<file path="config.mk">
export PLATFORM = sky130hd
export DESIGN_NAME = exc_flush_ctrl
export DESIGN_NICKNAME = d
export VERILOG_FILES = /design/src/rtl/exc_pkg.sv /design/src/rtl/exc_arbiter.sv /design/src/rtl/exc_regs.sv /design/src/rtl/exc_flush_fsm.sv /design/src/rtl/exc_flush_ctrl.sv
export SDC_FILE = /design/constraint.sdc
export NUM_CORES = 1
export LEC_CHECK = 0
export BUFFER_PORTS_ARGS = -buffer_cell sky130_fd_sc_hd__buf_2
export CAP_MARGIN = 10
export CORE_MARGIN = 1.5
export CORE_UTILIZATION = 41
export DETAILED_ROUTE_END_ITERATION = 8
export GPL_ROUTABILITY_DRIVEN = 1
export PLACE_DENSITY = 0.72
export SLEW_MARGIN = 20
export SYNTH_ARGS = -nofsm -noshare
export SYNTH_HDL_FRONTEND = slang
export SYNTH_HIERARCHICAL = 1
export SYNTH_SLANG_ARGS = --single-unit
export TNS_END_PERCENT = 10
</file>
<file path="constraint.sdc">
create_clock -name clk -period 1.8 [get_ports clk]
set_input_delay 0.09 -clock clk [delete_from_list [all_inputs] [get_ports clk]]
set_output_delay 0.09 -clock clk [all_outputs]
set_load 0.05 [all_outputs]
</file>
<file path="src/rtl/exc_pkg.sv">
package exc_pkg;
    typedef enum logic [0:0] {
        ST_RUN,
        ST_SETTLE
    } exc_state_e;

    typedef enum logic [1:0] {
        SRC_NONE,
        SRC_DEC,
        SRC_EXE
    } exc_src_e;
endpackage

</file>
<file path="src/rtl/exc_arbiter.sv">
module exc_arbiter
    import exc_pkg::*;
#(
    parameter int unsigned XLEN       = 32,
    parameter int unsigned CODE_UNDEF = 10,
    parameter int unsigned CODE_OVF   = 12
) (
    input  logic            clk,
    input  logic            rst,
    input  logic            armed,
    input  logic            dec_undef,
    input  logic [XLEN-1:0] dec_pc4,
    input  logic            ex_ovf,
    input  logic [XLEN-1:0] ex_pc4,
    output logic            take,
    output exc_src_e        src,
    output logic [XLEN-1:0] sel_pc4,
    output logic [XLEN-1:0] sel_code
);
    localparam logic [XLEN-1:0] UNDEF_V = XLEN'(CODE_UNDEF);
    localparam logic [XLEN-1:0] OVF_V   = XLEN'(CODE_OVF);

    // Older instruction (execute) has priority over the younger (decode).
    always_comb begin
        src      = SRC_NONE;
        sel_pc4  = '0;
        sel_code = '0;
        if (armed && ex_ovf) begin
            src      = SRC_EXE;
            sel_pc4  = ex_pc4;
            sel_code = OVF_V;
        end else if (armed && dec_undef) begin
            src      = SRC_DEC;
            sel_pc4  = dec_pc4;
            sel_code = UNDEF_V;
        end
    end

    assign take = (src != SRC_NONE);

    a_r4_older_wins: assert property (@(posedge clk) disable iff (rst)
        (take && ex_ovf) |-> (src == SRC_EXE && sel_code == OVF_V && sel_pc4 == ex_pc4));

    a_r2_undef_code: assert property (@(posedge clk) disable iff (rst)
        (take && !ex_ovf) |-> (sel_code == UNDEF_V && sel_pc4 == dec_pc4));
endmodule

</file>
<file path="src/rtl/exc_regs.sv">
module exc_regs #(
    parameter int unsigned XLEN = 32
) (
    input  logic            clk,
    input  logic            rst,
    input  logic            load,
    input  logic [XLEN-1:0] pc4,
    input  logic [XLEN-1:0] code,
    output logic [XLEN-1:0] epc,
    output logic [XLEN-1:0] cause
);
    always_ff @(posedge clk) begin
        if (rst) begin
            epc   <= '0;
            cause <= '0;
        end else if (load) begin
            epc   <= pc4;
            cause <= code;
        end
    end

    a_r6_hold: assert property (@(posedge clk) disable iff (rst)
        !load |=> ($stable(epc) && $stable(cause)));

    a_r2_capture: assert property (@(posedge clk) disable iff (rst)
        load |=> (epc == $past(pc4) && cause == $past(code)));
endmodule

</file>
<file path="src/rtl/exc_flush_fsm.sv">
module exc_flush_fsm
    import exc_pkg::*;
(
    input  logic     clk,
    input  logic     rst,
    input  logic     take,
    input  exc_src_e src,
    input  logic     hz_stall,
    output logic     armed,
    output logic     pc_redirect,
    output logic     if_flush,
    output logic     id_flush,
    output logic     ex_flush,
    output logic     id_ctl_zero
);
    exc_state_e state_q, state_d;

    always_ff @(posedge clk) begin
        if (rst) state_q <= ST_RUN;
        else     state_q <= state_d;
    end

    always_comb begin
        state_d     = state_q;
        armed       = 1'b0;
        pc_redirect = 1'b0;
        if_flush    = 1'b0;
        id_flush    = 1'b0;
        ex_flush    = 1'b0;
        unique case (state_q)
            ST_RUN: begin
                armed = 1'b1;
                if (take) begin
                    pc_redirect = 1'b1;
                    if_flush    = 1'b1;
                    id_flush    = 1'b1;
                    ex_flush    = (src == SRC_EXE);
                    state_d     = ST_SETTLE;
                end
            end
            ST_SETTLE: begin
                state_d = ST_RUN;
            end
            default: state_d = ST_RUN;
        endcase
        id_ctl_zero = id_flush | hz_stall;
    end

    a_r3_ex_flush_only_ovf: assert property (@(posedge clk) disable iff (rst)
        ex_flush |-> (pc_redirect && src == SRC_EXE));

    a_r5_redirect_flushes: assert property (@(posedge clk) disable iff (rst)
        pc_redirect |-> (if_flush && id_flush));

    a_r7_settle_quiet: assert property (@(posedge clk) disable iff (rst)
        pc_redirect |=> (!pc_redirect && !if_flush && !id_flush && !ex_flush));

    a_r8_stall_zero: assert property (@(posedge clk) disable iff (rst)
        hz_stall |-> id_ctl_zero);
endmodule

</file>
<file path="src/rtl/exc_flush_ctrl.sv">
module exc_flush_ctrl
    import exc_pkg::*;
#(
    parameter int unsigned XLEN       = 32,
    parameter int unsigned CODE_UNDEF = 10,
    parameter int unsigned CODE_OVF   = 12,
    parameter logic [XLEN-1:0] VECTOR = 32'h8000_0180
) (
    input  logic            clk,
    input  logic            rst,
    input  logic            dec_undef,
    input  logic [XLEN-1:0] dec_pc4,
    input  logic            ex_ovf,
    input  logic [XLEN-1:0] ex_pc4,
    input  logic            hz_stall,
    output logic            pc_redirect,
    output logic [XLEN-1:0] exc_vector,
    output logic            if_flush,
    output logic            id_flush,
    output logic            ex_flush,
    output logic            id_ctl_zero,
    output logic [XLEN-1:0] epc,
    output logic [XLEN-1:0] cause
);
    logic            armed;
    logic            take;
    exc_src_e        src;
    logic [XLEN-1:0] sel_pc4;
    logic [XLEN-1:0] sel_code;

    assign exc_vector = VECTOR;

    exc_arbiter #(
        .XLEN(XLEN), .CODE_UNDEF(CODE_UNDEF), .CODE_OVF(CODE_OVF)
    ) u_arb (
        .clk(clk), .rst(rst), .armed(armed),
        .dec_undef(dec_undef), .dec_pc4(dec_pc4),
        .ex_ovf(ex_ovf), .ex_pc4(ex_pc4),
        .take(take), .src(src), .sel_pc4(sel_pc4), .sel_code(sel_code)
    );

    exc_flush_fsm u_fsm (
        .clk(clk), .rst(rst), .take(take), .src(src), .hz_stall(hz_stall),
        .armed(armed), .pc_redirect(pc_redirect), .if_flush(if_flush),
        .id_flush(id_flush), .ex_flush(ex_flush), .id_ctl_zero(id_ctl_zero)
    );

    exc_regs #(.XLEN(XLEN)) u_regs (
        .clk(clk), .rst(rst), .load(take),
        .pc4(sel_pc4), .code(sel_code), .epc(epc), .cause(cause)
    );

    a_r1_quiet_idle: assert property (@(posedge clk) disable iff (rst)
        (!dec_undef && !ex_ovf) |-> (!pc_redirect && !if_flush && !id_flush && !ex_flush));
endmodule

</file>
# [After elaboration in Yosys (flattened, before gate mapping)]
# Cells that the tools add are included.
[totals] ff_bits=65 output_inout_bits=101 inputBits=69
[op_classes] bitwise=2 eq_ne=1 n_reduce_logical=3 mux=12
[op_table] op="$mux W32" count=3
[op_table] op="$mux W1" count=6
[op_table] op="$mux W4" count=1
[op_table] op="$eq A2 B2 Y1 const B" count=1
[op_table] op="$logic_and A1 B1 Y1" count=2
[op_table] op="$mux W2" count=1
[op_table] op="$pmux W1 S2" count=1
[op_table] op="$reduce_bool A2 Y1" count=1
[op_table] op="$not A1 Y1" count=1
[op_table] op="$or A1 B1 Y1" count=1

# [Longest topological paths before layout]
[logic_depth] depth_word=8 ltp_mapped=8 mapped_depth_nobuf=5

# [Cells and area by module]
# The synthesis kept the hierarchy.
[modules_own_cells] mod="exc_regs" area_per_inst_um2=2290.9 n_inst=1 cells_per_inst=206 seq_area_each_um2=1281.2
[modules_own_cells] mod="exc_arbiter" area_per_inst_um2=945.9 n_inst=1 cells_per_inst=147 seq_area_each_um2=0.0
[modules_own_cells] mod="exc_flush_ctrl" area_per_inst_um2=247.7 n_inst=1 cells_per_inst=34 seq_area_each_um2=0.0
[modules_own_cells] mod="exc_flush_fsm" area_per_inst_um2=78.8 n_inst=1 cells_per_inst=9 seq_area_each_um2=20.0

# [Least setup slack after synthesis]
# No wires, ideal clock.
[synth_timing] path_kind="reg2out" from="reg u_fsm.state_q" to="out ex_flush" arrival_ps=1555 setup_slack_ps=155 required_time_ps=1710 n_path_buf=2 stages_incl_launch_ff=7 path_cell_list="dfxtp_1 -> inv_1 -> buf_6 -> clkbuf_8 -> o21a_1 -> nand2b_4 -> nor3b_2"
[synth_via] elab_chain_len=7 word_cells_on_any_way=9 classes_between="eq/ne: 1; mux: 5; reduce/logical: 3"
[synth_rtl] item="from (decl)" line_no="exc_flush_fsm.sv:16" source="exc_state_e state_q, state_d;"
[synth_rtl] item="from (signal assigned)" line_no="exc_flush_fsm.sv:20" source="else state_q <= state_d;"
[synth_rtl] item="$mux W1 *" line_no="exc_flush_fsm.sv:30" source="unique case (state_q)"
[synth_rtl] item="named net armed" line_no="exc_flush_ctrl.sv:25" source="logic armed;"
[synth_rtl] item="$logic_and A1 B1 Y1" line_no="exc_arbiter.sv:32" source="end else if (armed && dec_undef) begin"
[synth_rtl] item="$mux W1" line_no="exc_arbiter.sv:32"
[synth_rtl] item="$mux W2 *" line_no="exc_arbiter.sv:28" source="if (armed && ex_ovf) begin"
[synth_rtl] item="$reduce_bool A2 Y1 *" line_no="exc_arbiter.sv:39" source="assign take = (src != SRC_NONE);"
[synth_rtl] item="named net take" line_no="exc_flush_ctrl.sv:26" source="logic take;"
[synth_rtl] item="$mux W1 *" line_no="exc_flush_fsm.sv:33" source="if (take) begin"
[synth_rtl] item="$mux W1 *" line_no="exc_flush_fsm.sv:30"
[synth_rtl] item="to (decl)" line_no="exc_flush_ctrl.sv:20" source="output logic ex_flush,"
# Mark *: on every way through the listed nets, which the timed path passes. The rest lies on a longest branch.

# [Worst setup path in the final report]
[layout_timing] from="reg u_fsm.state_q" to="out ex_flush"
[layout_via] elab_chain_len=7 word_cells_on_any_way=9 classes_between="eq/ne: 1; mux: 5; reduce/logical: 3"
[layout_rtl] item="$mux W1 *" line_no="exc_flush_fsm.sv:30"
[layout_rtl] item="named net armed" line_no="exc_flush_ctrl.sv:25"
[layout_rtl] item="$logic_and A1 B1 Y1" line_no="exc_arbiter.sv:32"
[layout_rtl] item="$mux W1" line_no="exc_arbiter.sv:32"
[layout_rtl] item="$mux W2 *" line_no="exc_arbiter.sv:28"
[layout_rtl] item="$eq A2 B2 Y1 / $reduce_bool A2 Y1 (equally long branches)" line_no="exc_flush_fsm.sv:37, exc_arbiter.sv:39"
[layout_rtl] item="$mux W1 *" line_no="exc_flush_fsm.sv:33"
[layout_rtl] item="$mux W1 *" line_no="exc_flush_fsm.sv:30"
# Marked as above.

==> impl_metrics.yaml <==
worst_setup_path:
  critPathTopFamily: "buffers and inverters"
  slowest_stage: "dfxtp_1"
  max_stage_delay_ns: 0.33
  critPathMaxFanout: 19
  required_ns: 1.71
  crit_chain: "inv_2, buf_6, and2_2, nor3b_2, buf_4"
  cp_num_buf_inv: 3
  arrival_ns: 1.54
  criticalPathCategory: "register to primary output"
  endpoint_kind: "primary output"
  cp-start-kind: "register"
timing:
  period_minus_slack_ns: 1.63
  rsz0062_at_grt: "false"
  slew_viol_final: 0
  whs_ns: 0.129
  setup_viol: 0
  fmax_mhz: 615
  finalHoldViolations: 0
  tns_ns: 0
  fin_crit_sh_pct: 90.4
  worst_slack_ns: 0.174
  fin_worst_skew_ns: 0.00409
clock_tree:
  cts_tree: "built"
  clockRootBuffer: "clkbuf_8"
  cts_made_buffers: 9
  cts_hold_buf: 0
  clk_pin_slew_ns: 0.08
  clk_latency_ns: 0.34
  cts_max_path_buffers: 2
  post_cts_buffers: 0
  clock-sinks: 65
  htreeDepth: 3
power:
  comb_power_share_pct: 29.9
  p_seq_share_pct: 37.3
  p_switching_w: 0.00159
  power.internal_w: 0.00271
  ir_worst_vdd_v: 0.000751
  pwr-share-clk_pct: 32.9
  leakage_nw: 2.26
  switching_share_pct: 37.0
  p_per_area_nw_per_um2: 1030
run_status:
  status: "finished clean"
placed_design:
  post_dp_cell_area_um2: 3940
  place_hpwl_mm: 5.27
  gp_congestion: 0.658
  portBuffers: 137
  pre_cts_ws_ns: 0.367
synth:
  synth_mux_area_share_pct: 18.0
  synthesis.area_um2: 3560
  synthCells: 396
  synth-compound-area-share_pct: 4.92
  yosys_warnings: 6
  synth_cell_types: 22
  ys_seq_area_share_pct: 36.5
  synth_top_family_by_area: "buffers and inverters"
  synth.avg_cell_area_um2: 9.00
  synth_xor_area_share_pct: 0
  ys_seq_elements: 65
  yosys.area_share.simple_pct: 18.5
  synthAdderAreaFrac_pct: 0
floorplan:
  io_pins: 170
  die_h_um: 96.2
  fp.dieW_um: 96.2
  dieArea_um2: 9260
  row_count: 33
  initial_core_util_pct: 42.9
  core-area_um2: 8300
layout:
  fin_util_pct: 50.2
  layout_common_cells: "buf_2, nor2_1, dfxtp_1"
  diodes: 0
  drive_gt1_share_pct: 32.4
  fin_nets: 585
  layout_commonest_cell: "buf_2"
  synthToLayoutAreaGrowth_pct: 16.9
  final_area_um2: 4170
drt:
  first_pass_iters: 4
  wire_per_inst_um: 11.7
  dr_total_vias: 2798
  drc: 0
  routed_wl_mm: 7.33
  drtIter0Drc: 70
  antenna_left: 0
  via_per_inst: 4.47
global_routing:
  grt.total_usage_pct: 15.3
  grt_overflow: 0
  grt_max_degree: 66
  grt_pass1_wl_mm: 10.6
  antenna_found_initial: 0
  first_global_vias: 2330
flow_run:
  drv_cap: 0
worst_hold_path:
  hold_path_class: "input pin to register"
==> through the flow <==
step,instances,power (W)
5_1_grt,626,0.00451
6_report,626,0.00430
4_1_cts,626,0.00435
3_3_place_gp,610,0.00290
3_5_place_dp,610,0.00292
2_1_floorplan,454,0.00281
==> cells in the mapped netlist <==
cell type | number | area (um2)
clkbuf_8 | 3 | 41.3
clkbuf_1 | 2 | 7.51
nand2_4 | 1 | 11.3
buf_6 | 9 | 101
clkbuf_2 | 2 | 10.0
dfxtp_1 | 65 | 1300
nor2_1 | 66 | 248
buf_8 | 6 | 90.1
o21ai_0 | 3 | 15.0
mux2i_1 | 64 | 641
o21ai_1 | 27 | 135
o21ai_2 | 2 | 17.5
nand2b_4 | 1 | 13.8
conb_1 | 3 | 11.3
nor3b_2 | 1 | 12.5
buf_4 | 66 | 495
inv_1 | 2 | 7.51
o21a_1 | 1 | 7.51
nand3_1 | 32 | 160
and2_2 | 1 | 7.51
buf_1 | 6 | 22.5
nand2b_1 | 33 | 206
==> layout make-up <==
class | instances | area, um2
inverters | 2 | 7.51
flip-flops and latches | 65 | 1300
repair buffers | 145 | 790
well taps | 105 | 131
clock buffers | 9 | 124
fillers | 833 | 4130
clock inverters | 7 | 101
multi-input cells | 293 | 1710
==> routing by layer <==
| layer | wire [um] | global-route usage [%] | vias to the layer above | share of wire, % |
|---|---|---|---|---|
| met2 | 3520 | 26.3 | 113 | 48 |
| li1 | - | - | 1416 | - |
| met3 | 574 | 4.74 | 10 | 7.8 |
| met1 | 3130 | 17.5 | 1259 | 43 |
| met5 | 0 | 0 | - | 0 |
| met4 | 104 | 6.25 | 0 | 1.4 |
==> power by group through the flow <==
stage                     logic, W  clock network (W)  registers [W]
after floorplan           0.000806                  0        0.00200
after global placement     0.00127                  0        0.00163
after detailed placement   0.00128                  0        0.00163
after CTS                  0.00129            0.00146        0.00160
after global routing       0.00137            0.00153        0.00161
final                      0.00128            0.00141        0.00160
==> cell families (layout without fill, tap and decap cells) <==
group                  count (synthesis)  count (layout)
flip-flops                            65              65
multiplexers                          64              64
buffers and inverters                 96             163
AND/OR/NAND/NOR                      135             135
other                                  3              61
AO/OA/AOI/OAI                         33              33
==> state kept, by name, indices dropped and copies added, names as in the netlist <==
register	count
u_fsm/state_q	1
u_regs/cause	32
u_regs/epc	32
==> worst min-delay path: stages <==
cell,delay [ns]
buf_2,0.08
nand3_1,0.08
o21ai_2,0.06
mux2i_1,0.06
nor2_1,0.07
==> what timing repair did <==
| item | 4_1_cts | 5_1_grt |
|---|---|---|
| endpoints found under the hold margin | 0 | 0 |
| resized for setup | 1 | 2 |
| endpoints found under the setup margin | 1 | 1 |
==> path summary, 6_finish.rpt <==
check	end	cells past startpoint	slack, ns	from
max	ex_flush	5	0.17	u_fsm/state_q
min	u_regs/epc[10]	5	0.13	ex_pc4[10]
max reg2reg	u_regs/epc[30]	6	0.43	u_fsm/state_q
min reg2reg	u_regs/cause[19]	2	0.49	u_regs/cause[19]
Power figures use the tool's default switching activity.
